--- src/rtl/skew_pkg.sv ---
`timescale 1ns/1ps
package skew_pkg;

    // Selects which half of every bank a frame occupies.
    typedef enum logic {
        HALF_A = 1'b0,
        HALF_B = 1'b1
    } half_e;

    function automatic half_e other_half(input half_e h);
        return (h == HALF_A) ? HALF_B : HALF_A;
    endfunction

    function automatic int unsigned mod_add(input int unsigned a,
                                            input int unsigned b,
                                            input int unsigned m);
        return (a + b) % m;
    endfunction

    function automatic int unsigned mod_sub(input int unsigned a,
                                            input int unsigned b,
                                            input int unsigned m);
        return (a + m - (b % m)) % m;
    endfunction

endpackage

--- src/rtl/skew_bank.sv ---
`timescale 1ns/1ps
// One storage bank: one write port, one asynchronous read port.
module skew_bank #(
    parameter int W      = 32,
    parameter int ADDR_W = 3
) (
    input  logic              clk,
    input  logic              we,
    input  logic [ADDR_W-1:0] waddr,
    input  logic [W-1:0]      wdata,
    input  logic [ADDR_W-1:0] raddr,
    output logic [W-1:0]      rdata
);
    localparam int DEPTH = 1 << ADDR_W;

    logic [W-1:0] mem [DEPTH];

    always_ff @(posedge clk) begin
        if (we) begin
            mem[waddr] <= wdata;
        end
    end

    assign rdata = mem[raddr];

endmodule

--- src/rtl/skew_rotate.sv ---
`timescale 1ns/1ps
// Lane rotator. REVERSE=1: dout[j] = din[(j - sel) mod LANES]
//               REVERSE=0: dout[j] = din[(j + sel) mod LANES]
module skew_rotate #(
    parameter int LANES   = 4,
    parameter int W       = 32,
    parameter int SEL_W   = 2,
    parameter bit REVERSE = 1'b0
) (
    input  logic [W-1:0]     din  [LANES],
    input  logic [SEL_W-1:0] sel,
    output logic [W-1:0]     dout [LANES]
);
    logic [W-1:0] cand [LANES][LANES];

    for (genvar j = 0; j < LANES; j++) begin : g_lane
        for (genvar s = 0; s < LANES; s++) begin : g_shift
            if (REVERSE) begin : g_rev
                localparam int SRC = skew_pkg::mod_sub(j, s, LANES);
                assign cand[j][s] = din[SRC];
            end else begin : g_fwd
                localparam int SRC = skew_pkg::mod_add(j, s, LANES);
                assign cand[j][s] = din[SRC];
            end
        end
        assign dout[j] = cand[j][sel];
    end

endmodule

--- src/rtl/skew_seq.sv ---
`timescale 1ns/1ps
// Row counter, half selection and diagonal read sequencing.
module skew_seq
    import skew_pkg::*;
#(
    parameter int LANES = 4,
    parameter int ROW_W = 2
) (
    input  logic             clk,
    input  logic             rst,
    input  logic             in_valid,
    output logic [ROW_W-1:0] wr_row,
    output half_e            wr_half,
    output logic             frame_done,
    output logic             rd_active,
    output logic [ROW_W-1:0] rd_grp,
    output half_e            rd_half
);
    localparam logic [ROW_W-1:0] LAST = ROW_W'(LANES - 1);

    assign frame_done = in_valid && (wr_row == LAST);

    always_ff @(posedge clk) begin
        if (rst) begin
            wr_row    <= '0;
            wr_half   <= HALF_A;
            rd_active <= 1'b0;
            rd_grp    <= '0;
            rd_half   <= HALF_A;
        end else begin
            if (in_valid) begin
                wr_row <= wr_row + 1'b1;
            end
            if (frame_done) begin
                wr_half   <= other_half(wr_half);
                rd_active <= 1'b1;
                rd_grp    <= '0;
                rd_half   <= wr_half;
            end else if (rd_active) begin
                if (rd_grp == LAST) begin
                    rd_active <= 1'b0;
                end
                rd_grp <= rd_grp + 1'b1;
            end
        end
    end

endmodule

--- src/rtl/skew_transpose_buf.sv ---
`timescale 1ns/1ps
module skew_transpose_buf
    import skew_pkg::*;
#(
    parameter int LANES    = 4,
    parameter int SAMPLE_W = 16
) (
    input  logic                      clk,
    input  logic                      rst,
    input  logic                      in_valid,
    input  logic [LANES*SAMPLE_W-1:0] in_re,
    input  logic [LANES*SAMPLE_W-1:0] in_im,
    output logic                      out_valid,
    output logic [LANES*SAMPLE_W-1:0] out_re,
    output logic [LANES*SAMPLE_W-1:0] out_im
);
    localparam int ROW_W  = $clog2(LANES);
    localparam int ADDR_W = ROW_W + 1;
    localparam int CW     = 2 * SAMPLE_W;

    logic [CW-1:0]     lane_in  [LANES];
    logic [CW-1:0]     bank_wd  [LANES];
    logic [CW-1:0]     bank_rd  [LANES];
    logic [CW-1:0]     lane_out [LANES];
    logic [ADDR_W-1:0] rd_addr  [LANES];

    logic [ROW_W-1:0] wr_row;
    logic [ROW_W-1:0] rd_grp;
    half_e            wr_half;
    half_e            rd_half;
    logic             frame_done;
    logic             rd_active;

    skew_seq #(.LANES(LANES), .ROW_W(ROW_W)) u_seq (
        .clk        (clk),
        .rst        (rst),
        .in_valid   (in_valid),
        .wr_row     (wr_row),
        .wr_half    (wr_half),
        .frame_done (frame_done),
        .rd_active  (rd_active),
        .rd_grp     (rd_grp),
        .rd_half    (rd_half)
    );

    // Row r is spread so that lane j lands in bank (j + r) mod LANES.
    skew_rotate #(.LANES(LANES), .W(CW), .SEL_W(ROW_W), .REVERSE(1'b1)) u_wr_rot (
        .din  (lane_in),
        .sel  (wr_row),
        .dout (bank_wd)
    );

    for (genvar b = 0; b < LANES; b++) begin : g_bank
        assign lane_in[b] = {in_im[b*SAMPLE_W +: SAMPLE_W], in_re[b*SAMPLE_W +: SAMPLE_W]};
        // Diagonal read: bank b supplies row (b - group) mod LANES.
        assign rd_addr[b] = {logic'(rd_half), ROW_W'(b) - rd_grp};

        skew_bank #(.W(CW), .ADDR_W(ADDR_W)) u_bank (
            .clk   (clk),
            .we    (in_valid),
            .waddr ({logic'(wr_half), wr_row}),
            .wdata (bank_wd[b]),
            .raddr (rd_addr[b]),
            .rdata (bank_rd[b])
        );

        assign out_re[b*SAMPLE_W +: SAMPLE_W] = lane_out[b][SAMPLE_W-1:0];
        assign out_im[b*SAMPLE_W +: SAMPLE_W] = lane_out[b][CW-1:SAMPLE_W];
    end

    // Output lane t takes bank (t + group) mod LANES.
    skew_rotate #(.LANES(LANES), .W(CW), .SEL_W(ROW_W), .REVERSE(1'b0)) u_rd_rot (
        .din  (bank_rd),
        .sel  (rd_grp),
        .dout (lane_out)
    );

    assign out_valid = rd_active;

endmodule

--- config.mk ---
export PLATFORM = sky130hd
export DESIGN_NAME = skew_transpose_buf
export DESIGN_NICKNAME = d
export VERILOG_FILES = /design/src/rtl/skew_pkg.sv /design/src/rtl/skew_bank.sv /design/src/rtl/skew_rotate.sv /design/src/rtl/skew_seq.sv /design/src/rtl/skew_transpose_buf.sv
export SDC_FILE = /design/constraint.sdc
export NUM_CORES = 1
export LEC_CHECK = 0
export ABC_CLOCK_PERIOD_IN_PS = 8400
export BUFFER_PORTS_ARGS = -buffer_cell sky130_fd_sc_hd__buf_4
export CAP_MARGIN = 20
export CORE_MARGIN = 2
export CORE_UTILIZATION = 40
export DETAILED_ROUTE_END_ITERATION = 12
export PLACE_DENSITY_LB_ADDON = 0.2
export SLEW_MARGIN = 20
export SYNTH_ARGS = -nofsm -noshare
export SYNTH_HDL_FRONTEND = slang
export SYNTH_HIERARCHICAL = 1
export SYNTH_SLANG_ARGS = --single-unit
--- constraint.sdc ---
create_clock -name clk -period 8.4 [get_ports clk]
set_clock_uncertainty 0.05 [all_clocks]
set_input_delay 0.42 -clock clk [delete_from_list [all_inputs] [get_ports clk]]
set_output_delay 0.42 -clock clk [all_outputs]
set_load 0.01 [all_outputs]
Word-level counts from Yosys, hierarchy flattened --
Memory sizes are Yosys's and may differ from the RTL's. Index checks and enable logic that the tools add are counted.
Cells by class: bitwise logic cells 2, order comparisons 2, eq/ne operators 2, reduce and logical (&&, ||, !) cells 2, add/subtract/negate cells 6, muxes and demuxes 30
Operator list (count):
- 32-bit binary-select mux with 2-bit select | 8
- 32-bit 2-to-1 mux | 16
- 3-bit >= comparator, second input constant | 2
- 1-bit 2-to-1 mux | 6
- 2-bit NOT with 3-bit output | 2
- 2-bit by 1-bit adder with 2-bit output, second input constant | 2
- 2-bit equality test, second input constant | 2
- 1-bit by 2-bit subtractor with 2-bit output, first input constant | 2
- 2-bit subtractor, first input constant | 2
- 2-bit OR reduction | 1
- 1-bit logical AND | 1
Storage, ports and cells: logic and storage cells 53, memories kept 4, bits in writable memories 1024, output and inout bits 129, input port bits 131, bits in registers 7
Memories:
- g_bank[0].u_bank.mem | words 8, bits a word 32, rd ports 1, clocked after Yosys merged registers in 0, write ports 1, line skew_bank.sv:16 | logic [W-1:0] mem [DEPTH];
- g_bank[1].u_bank.mem | words 8, bits a word 32, rd ports 1, clocked after Yosys merged registers in 0, write ports 1, line skew_bank.sv:16
- g_bank[2].u_bank.mem | words 8, bits a word 32, rd ports 1, clocked after Yosys merged registers in 0, write ports 1, line skew_bank.sv:16
- g_bank[3].u_bank.mem | words 8, bits a word 32, rd ports 1, clocked after Yosys merged registers in 0, write ports 1, line skew_bank.sv:16

Longest topological paths before layout --
An unclocked memory read counts as a cell.
word-level depth 5, depth in mapped cells 6

By module --
The synthesis kept the hierarchy.
Modules (own cells, without submodules):
- skew_bank | area an instance 9825.7 µm², instances 4, cells each 383
- skew_rotate at u_rd_rot | area an instance 3131.8 µm², instances 1, cells each 156
- skew_rotate at u_wr_rot | area an instance 3126.7 µm², instances 1, cells each 156
- skew_seq | area an instance 280.3 µm², instances 1, cells each 26
- skew_transpose_buf | area an instance 25.0 µm², instances 1, cells each 4

Worst setup path before layout --
Ideal clock, no wire load.
kind flip-flop to flip-flop, start register u_seq.wr_row[0], end memory g_bank[0].u_bank.mem[0][0] (enable), library setup time 461 ps, buffers on the path 0, required time 7889 ps, cell stages (with the launch flop) 2, setup slack 5086 ps, arrival 2803 ps, path through dfxtp_1 -> nor3_1
RTL lines:
- from (decl) | line skew_seq.sv:12 | output logic [ROW_W-1:0] wr_row,
- from (signal assigned) | line skew_seq.sv:32 | wr_row <= wr_row + 1'b1;
- to (decl) | line skew_bank.sv:16
Straight into the memory's write port.

==> metrics.csv <==
stage,metric,value,unit
status,status,completed,
global_route,met3_usage,4.211,%
sta,hold_viol_final,0,
pwr,powerDensity,215.7,nW/um^2
global_route,grt.busiest_layer,met2,
clocking,clk_latency,660,ps
routing,drt_wl_total,119000,um
global_route,antenna_found_initial,8,
die,pin_count,260,
global_route,track_usage,20.22,%
synth,synth_most_common_cell,edfxtp_1,
global_route,grtUsageMet1,29.09,%
sta,finalSetupTns,0,ps
global_route,grt_pass1_vias,22530,
final_layout,num-nets-final,2293,
sta,finalWorstPathRequiredPeriod,5352,ps
sta,setup_viol,0,
critical_path,worstPathRequired,7930,ps
critical_path,worstPathCellList,buf_4 > xor2_4 > buf_4 > mux2_2 > mux4_2 > buf_4,
flow_run,max_cap_viol_count,0,
critical_path,endpoint_kind,primary output,
synth,synthTopCellsByCount,"1024 x edfxtp_1, 352 x mux4_2, 160 x mux4_1",
placed_design,gp_congestion,0.7557,
final_layout,multi_input_area,14220,um^2
critical_path,start_kind,flip-flop,
critical_path,slowest_stage,dfxtp_4,
routing,drtIter0Drc,2316,
die,row_count,124,
synth,synthesis.area,45870,um^2
die,start_util,40.22,%
placed_design,placed_area,49400,um^2
synth,synth.distinct_cells,24,
global_route,grt.overflow.total,0,
final_layout,regArea,30910,um^2
routing,wire_per_inst,31.69,um
clocking,cts_setup_buffers,0,
clocking,cts_sinks,1031,
final_layout,fillers,9410,
final_layout,layout-drive-gt1-share,43.37,%
routing,ant_nets,0,
synth,synthArstFlopShare,0,%
clocking,htreeDepth,3,
synth,synth.top_cell.area_share,67.04,%
sta,max_freq,186.9,MHz
synth,synthCells,1874,
sta,maxSlewViolCount,0,
critical_path,cpPeakStageDelay,900,ps
global_route,grt_pass1_wl,167000,um
clocking,cts-root-buf,clkbuf_16,
placed_design,hpwl,71670,um
sta,max_slew.worst_pin.slew,1120,ps
synth,synthesis.nets,2007,
synth,synthFlopType,edfxtp_1,
min_path,hold_class,primary input to flip-flop,
sta,hold_ws,85.87,ps
sta,slew_headroom,25.36,%
synth,syn_area_per_cell,24.48,um^2
sta,rsz0062_at_grt,false,
critical_path,cp_max_fo,54,
routing,vias,22640,
synth,synth_edf_count,1024,
synth,synth_top_area_cell,edfxtp_1,
placed_design,placed_cells,3566,
pwr,leakage,16.43,nW
routing,viasPerCell,6.028,
synth,ys_ff_latch,1031,
final_layout,final_cell_area,52510,um^2
routing,firstDrtPassIters,5,
pwr,peakVddDrop,0.0001641,V
clocking,clkTransAtPathRegs,60,ps
routing,drc,0,
clocking,numCtsBuffers,102,
clocking,cts.path.max_buffers,3,
final_layout,area_growth,14.49,%
critical_path,path_common_cell,buf_4,
synth,yosys-top-cells-area,"edfxtp_1 67%, mux4_2 17%, mux4_1 9.2%, mux2_2 3.1%, buf_6 1.3%",
synth,yosysWarnings,6,
die,die-area,117400,um^2
clocking,tritoncts,done,
final_layout,stdcell_count,3755,
global_route,grt_start_max_net_pins,145,
critical_path,crit_type,flip-flop to primary output,
placed_design,portBuffers,259,
global_route,use_met2,32.16,%
die,dieHeight,342.6,um
critical_path,critPathArrivalTime,4880,ps
sta,fin_crit_sh,63.71,%
die,core,114000,um^2
pwr,power,11.33,mW
synth,yosysSeqAreaShare,67.35,%
die,die_width,342.6,um
==> power breakdown <==
part,total (mW),internal (mW),switching [mW]
sequential,6.02,5.97,0.0488
combinational,1.08,0.457,0.621
clock,4.23,2.36,1.87
==> path summary, 6_finish.rpt <==
path	end	depth (start not counted)	slack (ps)	startpoint
hold reg to reg	u_seq/rd_active	2	490	u_seq/rd_active
setup / recovery	out_im[5]	6	3050	u_seq/rd_grp[0]
setup reg to reg	g_bank[3].u_bank/mem[3][24]	5	4730	u_seq/wr_row[1]
hold / removal	u_seq/rd_active	3	90	in_valid
==> cell usage in the layout (no fill, tap or decap), types with 2 or more instances in the layout <==
cell type   count
buf_4         304
nor2_1          2
ha_1            2
mux4_2        352
dfxtp_1         2
dfxtp_4         5
inv_6           3
clkbuf_16     103
buf_12          5
nor2_4         24
nand2b_1       15
clkinv_8        2
edfxtp_1     1024
nor3_1          2
mux4_1        160
clkbuf_1       15
mux2_2        128
mux2i_1         3
clkinv_2       23
xnor2_1         2
nor3_4          2
bufinv_16       4
clkinvlp_4      6
clkinv_1       30
inv_2           2
nand2_1         8
nor3_2          6
diode_2         2
==> final cells by class <==
class                      count  share of cell area (%)
clock inverter                67                  0.8435
antenna                        2                0.009531
clock buffer                 118                   5.016
tap                         1512                   3.603
multi-input combinational    712                   27.08
inverter                       3                 0.03098
sequential                  1031                   58.86
timing repair buffer         310                   4.556
==> flip-flops by register name (all words and copies together), names as in the netlist <==
| signal | flops |
|---|---|
| u_seq/rd_half | 1 |
| g_bank.u_bank/mem | 1024 |
| u_seq/wr_half | 1 |
| u_seq/rd_grp | 2 |
| u_seq/rd_active | 1 |
| u_seq/wr_row | 2 |
==> metrics by stage <==
stage               worst slack [ps]  utilization, %
global placement                3682           43.32
CTS                             2901           46.03
global route                    2779           46.04
detailed placement              3631           43.32
finish                          3048           46.05
floorplan                       5086               -
==> metal layers <==
layer	share of wire, %	vias up
li1	-	9088
met1	43	12480
met2	48	929
met3	7.5	136
met4	1.8	6
met5	0.039	-
==> critical path, delay by kind of cell, from the launching register on <==
family,cells,cell delay [ps]
buffers and inverters,3,1640
flip-flops,1,900
XOR/XNOR,1,620
multiplexers,2,990
==> cell families (layout without fill, tap and decap cells) <==
logic type      count (synthesis)  count (layout)  synth area share (%)
flops                        1031            1031                 67.35
xor+xnor                        4               4               0.07640
fa+ha+maj                       2               2               0.05455
compound gates                  2               2               0.02180
simple gates                   61              61                0.6302
buf+inv                       131             498                 2.212
other cells                     0               2                     0
mux                           643             643                 29.66
==> timing repair <==
action / CTS / global route
endpoints found under the hold margin: 5 / 0
hold buffers: 1 / 0
gates resized for setup: 0 / 0
Note: power is estimated with default switching activity, not from simulation.
